`config.mk`:
```
export PLATFORM = sky130hd
export DESIGN_NAME = casc_interval_timer
export DESIGN_NICKNAME = d
export VERILOG_FILES = /design/src/rtl/ivt_pkg.sv /design/src/rtl/ivt_regs.sv /design/src/rtl/ivt_tick_sel.sv /design/src/rtl/ivt_half.sv /design/src/rtl/casc_interval_timer.sv
export SDC_FILE = /design/constraint.sdc
export NUM_CORES = 1
export LEC_CHECK = 0
export ABC_AREA = 1
export BUFFER_PORTS_ARGS = -buffer_cell sky130_fd_sc_hd__buf_2
export CORE_MARGIN = 2
export CORE_UTILIZATION = 45
export DETAILED_ROUTE_END_ITERATION = 12
export PLACE_DENSITY = 0.73
export SLEW_MARGIN = 20
export SYNTH_ARGS = -nofsm -noshare
export SYNTH_HDL_FRONTEND = slang
export SYNTH_SLANG_ARGS = --single-unit
export TNS_END_PERCENT = 5
```
`constraint.sdc`:
```
create_clock -name clk -period 3.7 [get_ports clk]
set_input_delay 0.74 -clock clk [delete_from_list [all_inputs] [get_ports clk]]
set_output_delay 0.74 -clock clk [all_outputs]
set_load 0.1 [all_outputs]
```
`src/rtl/ivt_pkg.sv`:
```
package ivt_pkg;

  typedef enum logic [1:0] {
    IVT_SPLIT  = 2'b00,
    IVT_CHAIN  = 2'b01,
    IVT_WIDE   = 2'b10,
    IVT_SPLIT2 = 2'b11
  } ivt_mode_e;

  typedef struct packed {
    logic      run_hi;
    logic      run_lo;
    logic [1:0] sel_hi;
    logic [1:0] sel_lo;
    ivt_mode_e mode;
  } ivt_ctrl_t;

  localparam logic [1:0] IVT_A_CMPLO = 2'd0;
  localparam logic [1:0] IVT_A_CMPHI = 2'd1;
  localparam logic [1:0] IVT_A_CTRL  = 2'd2;

endpackage

```
`src/rtl/ivt_regs.sv`:
```
module ivt_regs
  import ivt_pkg::*;
#(
  parameter int CW = 8
) (
  input  logic          clk,
  input  logic          rst,
  input  logic          wr_en,
  input  logic [1:0]    wr_addr,
  input  logic [CW-1:0] wr_data,
  output logic [CW-1:0] cmp_lo,
  output logic [CW-1:0] cmp_hi,
  output ivt_ctrl_t     ctrl,
  output logic          cmp_en
);

  always_ff @(posedge clk) begin
    if (rst) begin
      cmp_lo <= '0;
      cmp_hi <= '0;
      ctrl   <= '0;
      cmp_en <= 1'b1;
    end else if (wr_en) begin
      case (wr_addr)
        IVT_A_CMPLO: begin
          cmp_lo <= wr_data;
          cmp_en <= 1'b0;
        end
        IVT_A_CMPHI: begin
          cmp_hi <= wr_data;
          cmp_en <= 1'b1;
        end
        IVT_A_CTRL: ctrl <= ivt_ctrl_t'(wr_data[7:0]);
        default: ;
      endcase
    end
  end

endmodule

```
`src/rtl/ivt_tick_sel.sv`:
```
module ivt_tick_sel #(
  parameter int NTICK = 4,
  localparam int SELW = (NTICK > 1) ? $clog2(NTICK) : 1
) (
  input  logic [NTICK-1:0] tick_in,
  input  logic [SELW-1:0]  sel,
  output logic             tick
);

  always_comb tick = tick_in[sel];

endmodule

```
`src/rtl/ivt_half.sv`:
```
module ivt_half #(
  parameter int CW = 8
) (
  input  logic          clk,
  input  logic          rst,
  input  logic          run,
  input  logic          tick,
  input  logic          clr,
  output logic [CW-1:0] cnt
);

  always_ff @(posedge clk) begin
    if (rst || !run) cnt <= '0;
    else if (tick)   cnt <= clr ? '0 : cnt + 1'b1;
  end

endmodule

```
`src/rtl/casc_interval_timer.sv`:
```
module casc_interval_timer
  import ivt_pkg::*;
#(
  parameter int CW    = 8,
  parameter int NTICK = 4
) (
  input  logic             clk,
  input  logic             rst,
  input  logic             wr_en,
  input  logic [1:0]       wr_addr,
  input  logic [CW-1:0]    wr_data,
  input  logic [NTICK-1:0] tick_in,
  output logic             irq_lo,
  output logic             irq_hi
);

  logic [CW-1:0] cmp_lo, cmp_hi, cnt_lo, cnt_hi;
  ivt_ctrl_t     ctrl;
  logic          cmp_en;
  logic          tick_lo, tick_hs, tick_hi;
  logic          wide, chain, go_lo, go_hi;
  logic          eq_lo, eq_hi, carry_lo;
  logic          evt_lo, evt_hi, evt_wide;

  ivt_regs #(.CW(CW)) u_regs (
    .clk, .rst, .wr_en, .wr_addr, .wr_data,
    .cmp_lo, .cmp_hi, .ctrl, .cmp_en
  );

  ivt_tick_sel #(.NTICK(NTICK)) u_sel_lo (
    .tick_in, .sel(ctrl.sel_lo), .tick(tick_lo)
  );

  ivt_tick_sel #(.NTICK(NTICK)) u_sel_hi (
    .tick_in, .sel(ctrl.sel_hi), .tick(tick_hs)
  );

  always_comb begin
    wide     = (ctrl.mode == IVT_WIDE);
    chain    = (ctrl.mode == IVT_CHAIN);
    eq_lo    = (cnt_lo == cmp_lo);
    eq_hi    = (cnt_hi == cmp_hi);
    go_lo    = tick_lo && ctrl.run_lo;
    carry_lo = go_lo && (cnt_lo == '1);
    evt_lo   = go_lo && eq_lo && cmp_en && !wide;
    evt_wide = go_lo && eq_lo && eq_hi && cmp_en && wide;
    tick_hi  = wide ? carry_lo : (chain ? evt_lo : tick_hs);
    go_hi    = tick_hi && ctrl.run_hi;
    evt_hi   = go_hi && eq_hi && cmp_en && !wide;
  end

  ivt_half #(.CW(CW)) u_lo (
    .clk, .rst, .run(ctrl.run_lo), .tick(tick_lo),
    .clr(evt_lo || evt_wide), .cnt(cnt_lo)
  );

  ivt_half #(.CW(CW)) u_hi (
    .clk, .rst, .run(ctrl.run_hi), .tick(tick_hi || evt_wide),
    .clr(evt_hi || evt_wide), .cnt(cnt_hi)
  );

  always_ff @(posedge clk) begin
    if (rst) begin
      irq_lo <= 1'b0;
      irq_hi <= 1'b0;
    end else begin
      irq_lo <= evt_lo;
      irq_hi <= evt_hi || evt_wide;
    end
  end

  AST_LO_NEEDS_TICK: assert property (@(posedge clk) disable iff (rst)
    irq_lo |-> $past(tick_lo));
  AST_LO_CLEARED: assert property (@(posedge clk) disable iff (rst)
    irq_lo |-> (cnt_lo == '0));
  AST_HI_CLEARED: assert property (@(posedge clk) disable iff (rst)
    irq_hi |-> (cnt_hi == '0));
  AST_CHAIN_ALIGN: assert property (@(posedge clk) disable iff (rst)
    (irq_hi && $past(ctrl.mode) == IVT_CHAIN) |-> irq_lo);
  AST_WIDE_LO_QUIET: assert property (@(posedge clk) disable iff (rst)
    (ctrl.mode == IVT_WIDE) |=> !irq_lo);
  AST_WIDE_BOTH_ZERO: assert property (@(posedge clk) disable iff (rst)
    (irq_hi && $past(ctrl.mode) == IVT_WIDE) |-> (cnt_lo == '0));
  AST_HOLD_OFF: assert property (@(posedge clk) disable iff (rst)
    !cmp_en |=> (!irq_lo && !irq_hi));
  AST_STOPPED_QUIET: assert property (@(posedge clk) disable iff (rst)
    !ctrl.run_lo |=> !irq_lo);

endmodule

```
* Word level (Yosys, flattened, before mapping)
Index checks and enable logic that the tools add are counted.
** Cells by class
- Add/subtract/negate cells :: 2
- Reductions and logical operators :: 26
- Divide/modulo/power cells :: 0
- Bitwise operators :: 0
- $mul :: 0
- Mux-type cells :: 9
- Shift-type cells :: 0
- Order comparisons :: 2
- Equality and inequality tests :: 7
** Operators by type and width (count)
- adder 8 x 1 -> 8 bit (second input constant) :: 2
- == test 8 bit :: 2
- 2-to-1 mux 8 bit :: 2
- logical AND 1 bit :: 12
- == test 8 bit (second input constant) :: 1
- AND reduction 2 bit :: 4
- less-than comparator 2 x 3 -> 1 bit (second input constant) :: 2
- logical OR 1 bit :: 5
- binary-select mux 1 bit (select 2 bit) :: 2
- == test 2 x 1 -> 1 bit (second input constant) :: 2
- == test 2 bit (second input constant) :: 2
- 2-to-1 mux 1 bit :: 4
- zero test 1 bit :: 3
- zero test 2 bit :: 1
- case mux 1 bit (2 select lines) :: 1
- nonzero test 2 bit :: 1
** Word-level totals
- Input port bits :: 17
- Memory bits (writable) :: 0
- Bits in latches :: 0
- Word-level logic and storage cells :: 58
- Memories kept :: 0
- Register bits :: 43
- Bits in read-only memories :: 0
- Output and inout port bits :: 2

* Longest topological paths before layout
- Word-level depth :: 14
- Gate-level depth with buffers :: 16
- Depth with buffers taken out :: 16

* Modules after synthesis
Synthesis repeated with hierarchy kept, for this count alone.
** Unflattened totals
- Cells, all modules :: 414
- Area, all modules :: 2553.7 µm²
** By module, submodules not included
- ivt_regs :: cells each 161, times used 1, seq. area each 500.5 µm², area an instance 1118.6 µm²
- ivt_half :: cells each 54, times used 2, seq. area each 160.2 µm², area an instance 389.1 µm²
- casc_interval_timer :: cells each 119, times used 1, seq. area each 40.0 µm², area an instance 554.3 µm²
- ivt_tick_sel :: cells each 13, times used 2, seq. area each 0.0 µm², area an instance 51.3 µm²

* Worst setup path after synthesis
OpenSTA, ideal clock, no wires.
- Path type :: input to register
- Start :: input tick_in[1]
- End :: register u_hi.cnt[5]
- Setup slack :: 1.731 ns
- Library setup time :: 0.117 ns
- Path buffers :: 1
- Arrival time :: 1.852 ns
- Stages :: 12
- Required time :: 3.583 ns
- Path through :: nand2_1 nand3_1 nand2_2 nor2_1 inv_1 nor2_2 nand4_4 nand2_2 buf_6 nand3_2 o21ai_0 nor2_1
** Between the ends
- Cells in the longest elaborated chain, start to end :: 14
- Elaborated cells on any way between the ends :: 21
- Classes of those cells :: mux: 7; reduce/logical: 14
** RTL lines
- start, declared :: RTL line casc_interval_timer.sv:12 : input logic [NTICK-1:0] tick_in,
- binary-select mux 1 bit (select 2 bit) :: RTL line ivt_tick_sel.sv:10 : always_comb tick = tick_in[sel];
- 2-to-1 mux 1 bit (not written as such) :: RTL line ivt_tick_sel.sv:10
- logical AND 1 bit :: RTL line casc_interval_timer.sv:43 : go_lo = tick_lo && ctrl.run_lo;
- logical AND 1 bit :: RTL line casc_interval_timer.sv:45, casc_interval_timer.sv:46
- logical AND 1 bit (2 in a row) :: RTL line casc_interval_timer.sv:45 : evt_lo = go_lo && eq_lo && cmp_en && !wide;
- 2-to-1 mux 1 bit (2 in a row) :: RTL line casc_interval_timer.sv:47 : tick_hi = wide ? carry_lo : (chain ? evt_lo : tick_hs);
- logical AND 1 bit :: RTL line casc_interval_timer.sv:48 : go_hi = tick_hi && ctrl.run_hi;
- logical AND 1 bit (3 in a row) :: RTL line casc_interval_timer.sv:49 : evt_hi = go_hi && eq_hi && cmp_en && !wide;
- logical OR 1 bit :: RTL line casc_interval_timer.sv:59 : .clr(evt_hi || evt_wide), .cnt(cnt_hi)
- 2-to-1 mux 8 bit :: RTL line ivt_half.sv:14 : else if (tick) cnt <= clr ? '0 : cnt + 1'b1;
- end signal, assigned :: RTL line ivt_half.sv:14
- end, declared :: RTL line ivt_half.sv:9 : output logic [CW-1:0] cnt
Several ways; a longest one is shown, not always the timed one. The select of a mux whose other input is x is not followed.
A chain may end at the register's enable or synchronous reset.

* Worst setup path in the final report
Same ends and word-level chain as after synthesis.

==> impl_metrics.yaml <==
status:
  status: "finished clean"
timing:
  whs_ps: 461.3
  rsz0062_at_grt: "no"
  slew_violations: 0
  max_clock_freq_ghz: 0.4840
  slew-limit-headroom_pct: 63.34
  fin_crit_sh_pct: 55.84
  finalSetupViolCount: 0
  hold_viol_final: 0
  post-route-worst-setup-slack_ps: 1634
  period_minus_slack_ps: 2066
  worstMarginPinSlew_ps: 549.3
  tns_ps: 0
  finClkSkew_ps: 3.633
synth:
  syn_nets: 347
  synth_mux_area_share_pct: 0
  ys_ff_latch: 43
  synth_top_area_share_pct: 38.98
  syn_inst: 328
  synth_xor_xnor_area_share_pct: 4.363
  yosysSeqAreaShare_pct: 38.98
  ys_warn_count: 0
  synth_cell_types: 28
  synth_compound_area_share_pct: 14.16
  synthTopCellsByArea: "dfxtp_1 (39%), nand2_1 (13%), inv_1 (8.5%)"
  syn_area_um2: 2208
  synth_top_family_by_area: "simple AND/OR/NAND/NOR gates"
  synthSimpleGateAreaFrac_pct: 30.82
  yosysTopAreaCell: "dfxtp_1"
  postSynthAreaPerCell_um2: 6.733
  synth_fa_ha_area_share_pct: 1.133
hold_path:
  hp-class: "reg -> reg"
finish:
  final_nets: 366
  final_cell_mix: "nand2_1 (75), inv_1 (50), dfxtp_1 (43), nor2_1 (37), a21oi_1 (27)"
  final_common_cell: "nand2_1"
  n_antenna_cell: 0
  drive_gt1_share_pct: 11.21
  final_core_util_pct: 51.60
  areaGrowthSynthToFinish_pct: 10.37
  fin_area_um2: 2437
clock_tree:
  cts_tree: "yes"
  cts_hold_buf: 0
  cts_sinks: 43
  cts_resized: 0
  numCtsBuffers: 5
  clock_latency_ps: 290
  htreeDepth: 2
  root_buffer: "clkbuf_8"
  cts.clk_slew.worst_paths_ps: 80
  cts_max_path_buffers: 2
  cts_setup_buffers: 0
die:
  start_util_pct: 46.75
  pin_count: 19
  die_y_um: 74.06
  fp.dieW_um: 74.06
  core_region_area_um2: 4723
  rows: 25
  dieArea_um2: 5484
grt:
  gr-total-overflow: 0
  grt_max_degree: 27
  grt_pass1_vias: 1773
  grt_antenna_before_repair: 0
  grt_pass1_wl_um: 8142
  grt_use_total_pct: 19.26
setup_path:
  cpLargestDelayFamily: "simple AND/OR/NAND/NOR gates"
  worstPathMaxFanout: 11
  crit_path_end_kind: "flip-flop"
  required_ps: 3890
  slowest_stage: "nand2_2"
  cp_slowest_stage_delay_ps: 200
  worst_setup_path_start_kind: "input pin"
  crit_arrival_ps: 2260
  critical_path_class: "in -> reg"
  cp_num_buf_inv: 3
  cpMostUsedCell: "nand2_1"
  path_cells: "buf_2 > nand2_1 > nand3_1 > nand2_2 > nor2_1 > inv_1 > nor2_2 > nand4_4 > nand2_2 > nand2_1 > nand2_1 > inv_1 > o21ai_0 > nor2_1"
flow_run:
  max-cap-violations: 0
power:
  p_sw_share_pct: 27.73
  peakVddDrop_uv: 251.4
  power_frac_comb_pct: 12.7
  power_leakage_nw: 1.084
  p_switching_mw: 0.2484
  clockPowerShare_pct: 32.8
  power_frac_seq_pct: 54.5
  internal_power_mw: 0.6476
  p_per_area_nw_per_um2: 367.6
placement:
  place_area_um2: 2352
  place_hpwl_um: 3693
  dp_slack_ps: 1348
  place.gp.congestion: 0.8768
  port-buffer-count: 18
routing:
  drt_iter0_drc: 92
  drc: 0
  ant_nets: 0
  vias: 2015
  wl_per_cell_um: 11.31
  dr.pass1.iters: 4
  drt-vias-per-instance: 4.855
  wl_um: 4692
[state kept, by name (all words and copies together), names as in the netlist]
register       flops
irq_lo             1
u_lo.cnt           8
u_regs.ctrl        8
u_regs.cmp_en      1
irq_hi             1
u_regs.cmp_lo      8
u_regs.cmp_hi      8
u_hi.cnt           8
[power groups by stage]
stage | combinational (mW) | clock, mW | sequential (mW)
floorplan | 0.0847 | 0 | 0.498
global placement | 0.111 | 0 | 0.499
detailed placement | 0.113 | 0 | 0.499
CTS | 0.114 | 0.302 | 0.488
global route | 0.131 | 0.317 | 0.491
finish | 0.114 | 0.294 | 0.488
[metrics by stage]
step                power (mW)  cells
global route            0.9380    415
finish                  0.8960    415
floorplan               0.5827    328
global placement        0.6096    407
detailed placement      0.6125    407
CTS                     0.9036    415
[worst paths after layout]
check	from	to	slack (ps)	cells past startpoint
setup reg to reg	u_lo.cnt[0]$_SDFFE_PP0P_	u_hi.cnt[5]$_SDFFE_PP0P_	1640	16
setup / recovery	tick_in[1]	u_hi.cnt[5]$_SDFFE_PP0P_	1630	14
hold / removal	u_regs.cmp_hi[0]$_SDFFE_PP0P_	u_regs.cmp_hi[0]$_SDFFE_PP0P_	460	2
hold reg to reg	u_regs.cmp_hi[0]$_SDFFE_PP0P_	u_regs.cmp_hi[0]$_SDFFE_PP0P_	460	2
[worst min-delay path, cell delays in order (launching register included)]
cell	delay [ps]
dfxtp_1	320
inv_1	50
a21oi_1	50
[per-layer routing]
layer	up-vias	routed length (um)	GRT usage (%)
met1	882	2380	26.63
met3	4	211	3.388
met2	45	2040	30.06
met4	0	59	7.273
li1	1084	-	-
met5	-	0	0
[cell usage after synthesis]
cell,number
nand3_2,2
o21bai_1,1
clkbuf_1,5
nand4_1,10
nor2_4,1
a21boi_0,1
o21bai_2,1
o211ai_1,1
nor2_2,2
nand4_4,1
and3_1,1
xor2_1,11
buf_6,1
a31oi_1,1
dfxtp_1,43
a21oi_1,27
nor2_1,37
nand2_2,2
a211oi_1,1
nand2_1,75
o21ai_0,26
nor3_1,5
ha_1,2
inv_1,50
nor4_1,2
inv_2,4
or2_2,1
nand3_1,14
[logic make-up (layout without fill, tap and decap cells)]
kind of cell,after synthesis,after routing
simple gates,153,153
compound gates,59,59
xor+xnor,11,11
fa+ha+maj,2,2
buf+inv,60,80
flops,43,43
[cell type report]
type | count | area (um^2)
Fill cell | 463 | 2286
Multi-Input combinational cell | 225 | 1115
Sequential cell | 43 | 860.8
Inverter | 54 | 202.7
Timing Repair Buffer | 18 | 90.09
Tap cell | 67 | 83.83
Clock buffer | 6 | 72.57
Clock inverter | 2 | 12.51
(Power assumes the default switching activity.)
